--- src/rtl/cmc_pkg.sv ---
package cmc_pkg;
   typedef enum logic [1:0] {
      MT_NONE       = 2'b00,
      MT_COMPULSORY = 2'b01,
      MT_CONFLICT   = 2'b10,
      MT_CAPACITY   = 2'b11
   } miss_kind_e;
endpackage

--- src/rtl/cmc_lru_bank.sv ---
// Fully-associative group of tag entries with exact LRU order kept as
// distinct ages (0 = most recent). Used per set and for the shadow directory.
module cmc_lru_bank #(
   parameter int ENTRIES = 3,
   parameter int TAG_W   = 9
) (
   input  logic             clk,
   input  logic             rst,
   input  logic             upd,
   input  logic [TAG_W-1:0] tag_in,
   output logic             hit
);
   localparam int AGE_W = $clog2(ENTRIES);
   localparam logic [AGE_W-1:0] OLDEST = AGE_W'(ENTRIES - 1);

   if (ENTRIES < 2) begin : g_chk_entries
      $error("cmc_lru_bank: ENTRIES must be at least 2");
   end

   logic [TAG_W-1:0]   tag_q [ENTRIES];
   logic [AGE_W-1:0]   age_q [ENTRIES];
   logic [ENTRIES-1:0] valid_q;
   logic [ENTRIES-1:0] match;
   logic [ENTRIES-1:0] mru_vec;
   logic [AGE_W-1:0]   ref_age;

   always_comb begin
      ref_age = OLDEST;
      for (int i = 0; i < ENTRIES; i++) begin
         if (match[i]) ref_age = age_q[i];
      end
   end

   assign hit = |match;

   // Invalid entries always hold the oldest ages, so they fill first.
   for (genvar i = 0; i < ENTRIES; i++) begin : g_ent
      assign match[i]   = valid_q[i] && (tag_q[i] == tag_in);
      assign mru_vec[i] = (age_q[i] == '0);

      always_ff @(posedge clk) begin
         if (rst) begin
            valid_q[i] <= 1'b0;
            tag_q[i]   <= '0;
            age_q[i]   <= AGE_W'(i);
         end else if (upd) begin
            if (match[i] || (!hit && age_q[i] == OLDEST)) begin
               valid_q[i] <= 1'b1;
               tag_q[i]   <= tag_in;
               age_q[i]   <= '0;
            end else if (age_q[i] < ref_age) begin
               age_q[i]   <= age_q[i] + 1'b1;
            end
         end
      end
   end

   // a tag is never held twice
   a_r5_single_match: assert property (@(posedge clk) disable iff (rst)
      $onehot0(match));
   // the ages stay a permutation, exactly one entry is most recent
   a_r5_single_mru: assert property (@(posedge clk) disable iff (rst)
      $onehot(mru_vec));
   // an updated line is most recent afterwards
   a_r5_hit_after_upd: assert property (@(posedge clk) disable iff (rst)
      upd |=> $stable(tag_in) |-> hit);
endmodule

--- src/rtl/cmc_first_touch.sv ---
// Bounded table of line addresses referenced since reset.
module cmc_first_touch #(
   parameter int DEPTH  = 64,
   parameter int LINE_W = 12
) (
   input  logic              clk,
   input  logic              rst,
   input  logic              upd,
   input  logic [LINE_W-1:0] line_in,
   output logic              seen,
   output logic              full
);
   localparam int CNT_W = $clog2(DEPTH + 1);
   localparam int PTR_W = (DEPTH > 1) ? $clog2(DEPTH) : 1;

   if (DEPTH < 1) begin : g_chk_depth
      $error("cmc_first_touch: DEPTH must be positive");
   end

   logic [LINE_W-1:0] line_q [DEPTH];
   logic [CNT_W-1:0]  count_q;
   logic [DEPTH-1:0]  hit_vec;

   for (genvar i = 0; i < DEPTH; i++) begin : g_slot
      assign hit_vec[i] = (CNT_W'(i) < count_q) && (line_q[i] == line_in);
   end

   assign seen = |hit_vec;
   assign full = (count_q == CNT_W'(DEPTH));

   always_ff @(posedge clk) begin
      if (rst) begin
         count_q <= '0;
      end else if (upd && !seen && !full) begin
         line_q[PTR_W'(count_q)] <= line_in;
         count_q                 <= count_q + 1'b1;
      end
   end

   // occupancy never passes the table size
   a_r9_count_bound: assert property (@(posedge clk) disable iff (rst)
      count_q <= CNT_W'(DEPTH));
   // a recorded line is recognised on the next cycle
   a_r9_recorded: assert property (@(posedge clk) disable iff (rst)
      (upd && !full) |=> $stable(line_in) |-> seen);
endmodule

--- src/rtl/cmc_classifier.sv ---
module cmc_classifier #(
   parameter int ADDR_W      = 16,
   parameter int WORD_BYTES  = 8,
   parameter int LINE_WORDS  = 2,
   parameter int WAYS        = 3,
   parameter int SETS        = 8,
   parameter int TRACK_DEPTH = 64
) (
   input  logic              clk,
   input  logic              rst,
   input  logic              addr_vld,
   input  logic [ADDR_W-1:0] addr,
   output logic              res_vld,
   output logic              res_hit,
   output logic [1:0]        res_kind,
   output logic              track_ovf
);
   import cmc_pkg::*;

   localparam int OFFSET_W     = $clog2(WORD_BYTES * LINE_WORDS);
   localparam int IDX_W        = $clog2(SETS);
   localparam int LINE_W       = ADDR_W - OFFSET_W;
   localparam int TAG_W        = LINE_W - IDX_W;
   localparam int SHADOW_LINES = SETS * WAYS;

   if ((1 << IDX_W) != SETS) begin : g_chk_sets
      $error("cmc_classifier: SETS must be a power of two");
   end
   if (TAG_W < 1) begin : g_chk_addr
      $error("cmc_classifier: ADDR_W too narrow for offset and index");
   end

   logic [LINE_W-1:0] line;
   logic [IDX_W-1:0]  idx;
   logic [TAG_W-1:0]  tag;
   logic [SETS-1:0]   set_hit;
   logic              cache_hit;
   logic              shadow_hit;
   logic              line_seen;
   logic              trk_full;
   miss_kind_e        kind;

   assign line = addr[ADDR_W-1:OFFSET_W];
   assign idx  = line[IDX_W-1:0];
   assign tag  = line[LINE_W-1:IDX_W];

   for (genvar s = 0; s < SETS; s++) begin : g_set
      cmc_lru_bank #(.ENTRIES(WAYS), .TAG_W(TAG_W)) u_set (
         .clk    (clk),
         .rst    (rst),
         .upd    (addr_vld && (idx == IDX_W'(s))),
         .tag_in (tag),
         .hit    (set_hit[s])
      );
   end

   assign cache_hit = set_hit[idx];

   cmc_lru_bank #(.ENTRIES(SHADOW_LINES), .TAG_W(LINE_W)) u_shadow (
      .clk    (clk),
      .rst    (rst),
      .upd    (addr_vld),
      .tag_in (line),
      .hit    (shadow_hit)
   );

   cmc_first_touch #(.DEPTH(TRACK_DEPTH), .LINE_W(LINE_W)) u_touch (
      .clk     (clk),
      .rst     (rst),
      .upd     (addr_vld),
      .line_in (line),
      .seen    (line_seen),
      .full    (trk_full)
   );

   always_comb begin
      if (cache_hit)       kind = MT_NONE;
      else if (!line_seen) kind = MT_COMPULSORY;
      else if (shadow_hit) kind = MT_CONFLICT;
      else                 kind = MT_CAPACITY;
   end

   always_ff @(posedge clk) begin
      if (rst) begin
         res_vld   <= 1'b0;
         res_hit   <= 1'b0;
         res_kind  <= MT_NONE;
         track_ovf <= 1'b0;
      end else begin
         res_vld <= addr_vld;
         if (addr_vld) begin
            res_hit  <= cache_hit;
            res_kind <= kind;
            if (!line_seen && trk_full) track_ovf <= 1'b1;
         end
      end
   end

   // a line never seen cannot be held by either cache
   a_r4_new_misses: assert property (@(posedge clk) disable iff (rst)
      (addr_vld && !line_seen && !trk_full) |-> (!cache_hit && !shadow_hit));
   // every access yields a result next cycle
   a_r2_result_follows: assert property (@(posedge clk) disable iff (rst)
      addr_vld |=> res_vld);
   // no result without an access
   a_r2_no_spurious: assert property (@(posedge clk) disable iff (rst)
      !addr_vld |=> !res_vld);
   // overflow flag is sticky
   a_r9_ovf_sticky: assert property (@(posedge clk) disable iff (rst)
      track_ovf |=> track_ovf);
endmodule

--- config.mk ---
export PLATFORM = sky130hd
export DESIGN_NAME = cmc_classifier
export DESIGN_NICKNAME = d
export VERILOG_FILES = /design/src/rtl/cmc_pkg.sv /design/src/rtl/cmc_lru_bank.sv /design/src/rtl/cmc_first_touch.sv /design/src/rtl/cmc_classifier.sv
export SDC_FILE = /design/constraint.sdc
export NUM_CORES = 2
export LEC_CHECK = 0
export ABC_AREA = 1
export BUFFER_PORTS_ARGS = -buffer_cell sky130_fd_sc_hd__buf_2
export CAP_MARGIN = 10
export CORE_MARGIN = 4
export CORE_UTILIZATION = 55
export CTS_BUF_LIST = sky130_fd_sc_hd__clkbuf_8
export DETAILED_ROUTE_END_ITERATION = 8
export PLACE_DENSITY = 0.73
export SLEW_MARGIN = 20
export SYNTH_ARGS = -nofsm -noshare
export SYNTH_HDL_FRONTEND = slang
export SYNTH_SLANG_ARGS = --single-unit
export TNS_END_PERCENT = 5
--- constraint.sdc ---
create_clock -name clk -period 5.7 [get_ports clk]
set_input_delay 1.14 -clock clk [delete_from_list [all_inputs] [get_ports clk]]
set_output_delay 1.14 -clock clk [all_outputs]
set_load 0.01 [all_outputs]
==> results_dict.tcl <==
set metrics [dict create \
    crit_fanout 20 \
    numPortBuffers 19 \
    crit_cells 30 \
    whs_path_depth 2 \
    min_path_type "register to register" \
    synth-compound-area-share_pct 5.809 \
    grt-ovfl-total 0 \
    slew_headroom_pct 22.43 \
    fin_crit_ps 5173 \
    fp.dieH_um 373.8 \
    grt_use_total_pct 25.05 \
    synth_adder_area_share_pct 2.891 \
    dpl_worst_slack_ps -212.6 \
    grt_pass1_wl_um 277300 \
    end_kind "register" \
    ant_nets 0 \
    nets 7124 \
    grt_setup_unrepaired "false" \
    ys_types 66 \
    yosysWarnings 0 \
    yosys.area_share.simple_pct 15.02 \
    path_buf_inv 5 \
    critPathKind "primary input to register" \
    avgSynthCellArea_um2 11.18 \
    clk_pin_slew_worst_paths_ps 60 \
    synth_area_um2 73580 \
    fillers 10106 \
    async_flop_share_pct 0 \
    globalplace.congestion 0.8717 \
    synth_xor_area_share_pct 11.59 \
    htree_levels 4 \
    clk_latency_ps 930 \
    worst_slack_ps 526.7 \
    slowest_stage "a211oi_1" \
    ir_drop_uv 224.9 \
    post-route-period-util_pct 90.76 \
    clockBufferDepth 3 \
    finalMaxSlewViolations 0 \
    layout-drive-gt1-share_pct 12.02 \
    grt_max_degree 122 \
    ys_seq_elements 1500 \
    maxCapViolCount 0 \
    startpoint_type "primary input" \
    synth.area.mux_share_pct 0.1003 \
    layout_commonest_cell "edfxtp_1" \
    synth-main-ff-cell "edfxtp_1" \
    synth_nets 6771 \
    wl_per_cell_um 20.04 \
    fmax_mhz 193.3 \
    cts_buffers 236 \
    rr_worst_depth 36 \
    tightest_slew_ps 1156 \
    critPathTopFamily "simple AND/OR/NAND/NOR gates" \
    cts.sinks 1500 \
    synth_edf_count 1440 \
    design.core.area_um2 132100 \
    ys_seq_area_share_pct 60.40 \
    grt_pass1_vias 49763 \
    via_per_inst 5.711 \
    syn2layout_area_growth_pct 12.51 \
    synthCells 6582 \
    leakage_nw 31.29 \
    tns_ps 0 \
    cpMostUsedCell "nand2_1" \
    boundaryPins 24 \
    holdWs_ps 451.7 \
    outcome "completed" \
    post-cts-setup-buffers 0 \
    power_density_nw_per_um2 283.8 \
    fin_skew_ps 67.60 \
    hold_violations 0 \
    cts_tree "built" \
    dr.first_iter.drc_count 4661 \
    wirelength_um 178300 \
    start_util_pct 55.69 \
    rows 133 \
    holdBufCountCts 0 \
    finalSetupViolations 0 \
    dr_total_vias 50811 \
    drc 0 \
    cp.arrival_ps 5740 \
    slowest_delay_ps 340 \
    required_ps 6260 \
    first_pass_iters 6 \
    cts_root_buffer "clkbuf_8" \
    dp_hpwl_um 110100 \
    die_x_um 373.8 \
    antenna_found_initial 4 \
    mostFrequentLayoutCells "edfxtp_1, nor2_1, nand2_1" \
    die-area_um2 139700 \
    cts_resized 0 \
    synth_top_family_by_area "simple AND/OR/NAND/NOR gates" \
]
==> layout make-up <==
type / count / area [µm²] / area share [%]
Sequential cell: 1500 / 44440 / 53.68
Multi-Input combinational cell: 4384 / 26170 / 31.61
Timing Repair Buffer: 425 / 3749 / 4.528
Clock buffer: 266 / 3661 / 4.422
Tap cell: 1755 / 2196 / 2.652
Inverter: 388 / 1481 / 1.789
Clock inverter: 176 / 1079 / 1.303
Antenna cell: 3 / 7.507 / 0.009068
==> metrics by stage <==
| stage | util (%) | total power [mW] | instance area [µm²] | std cells |
|---|---|---|---|---|
| floorplan | - | 13.95 | 73580 | 6582 |
| global placement | 59.06 | 14.62 | 78040 | 8452 |
| detailed placement | 59.06 | 14.69 | 78040 | 8452 |
| CTS | 62.65 | 23.64 | 82780 | 8894 |
| global route | 62.65 | 24.41 | 82780 | 8896 |
| finish | 62.66 | 23.50 | 82790 | 8897 |
==> flip-flops by register name (all words and copies together), names as in the netlist <==
register and cells:
u_touch.line_q 768, u_shadow.tag_q 288, g_set.u_set.tag_q 216, u_shadow.age_q 120
g_set.u_set.age_q 48, g_set.u_set.valid_q 24, u_shadow.valid_q 24, u_touch.count_q 7
res_kind 2, res_hit 1, res_vld 1, track_ovf 1
==> routing by layer <==
layer | vias up | global-route usage, % | part of all wire (%)
li1 | 23767 | - | -
met1 | 24713 | 34.35 | 42
met4 | 4 | 8.299 | 2.7
met5 | - | 0 | 0.014
met3 | 336 | 4.112 | 8.2
met2 | 1991 | 40.99 | 47
==> path summary, 6_finish.rpt <==
check	startpoint	endpoint	slack, ps
worst min-delay path	g_set[2].u_set.valid_q[2]	g_set[2].u_set.valid_q[2]	450
worst min register to register	g_set[2].u_set.valid_q[2]	g_set[2].u_set.valid_q[2]	450
worst max register to register	u_shadow.tag_q[1][7]	u_shadow.age_q[0][28]	740
worst max-delay path	addr[5]	u_shadow.age_q[0][28]	530
==> logic make-up after synthesis <==
kind of cell	after synthesis
AND/OR/NAND/NOR	2563
XOR/XNOR	974
buffers and inverters	698
adder cells (fa/ha/maj)	170
AO/OA/AOI/OAI	670
flip-flops	1500
multiplexers	7
==> worst min-delay path, stage by stage (launching register included) <==
cell and delay, ps:
dfxtp_1 300, nand2_1 60, nand2_1 40
==> synth_stat cells (7+ instances only) <==
master | instances | area (µm²)
edfxtp_1 | 1440 | 43240
nor2_1 | 938 | 3521
nand2_1 | 884 | 3318
xor2_1 | 525 | 4598
xnor2_1 | 449 | 3933
inv_1 | 362 | 1359
nand3_1 | 251 | 1256
o21ai_0 | 239 | 1196
ha_1 | 170 | 2127
a21oi_1 | 136 | 680.7
nor3_1 | 135 | 675.7
nor4_1 | 135 | 844.6
nand4_1 | 124 | 775.7
clkbuf_1 | 112 | 420.4
buf_2 | 109 | 545.5
buf_4 | 66 | 495.5
a211oi_1 | 65 | 488.0
o22ai_1 | 61 | 381.6
dfxtp_1 | 60 | 1201
or2_2 | 47 | 294.0
a221oi_1 | 43 | 376.6
o2111ai_1 | 36 | 315.3
o211ai_1 | 18 | 135.1
clkinv_1 | 16 | 60.06
buf_1 | 13 | 48.80
and2_1 | 11 | 68.82
o41ai_1 | 11 | 96.34
o41ai_2 | 11 | 178.9
a2111oi_0 | 10 | 87.58
buf_6 | 10 | 112.6
inv_2 | 9 | 33.78
nor3b_1 | 7 | 52.55
==> power breakdown <==
| part | internal (mW) | switching, mW | total, mW |
|---|---|---|---|
| logic | 0.668 | 1.25 | 1.92 |
| registers | 12.4 | 0.201 | 12.6 |
| clock network | 4.74 | 4.27 | 9.01 |
(Power assumes the default switching activity.)
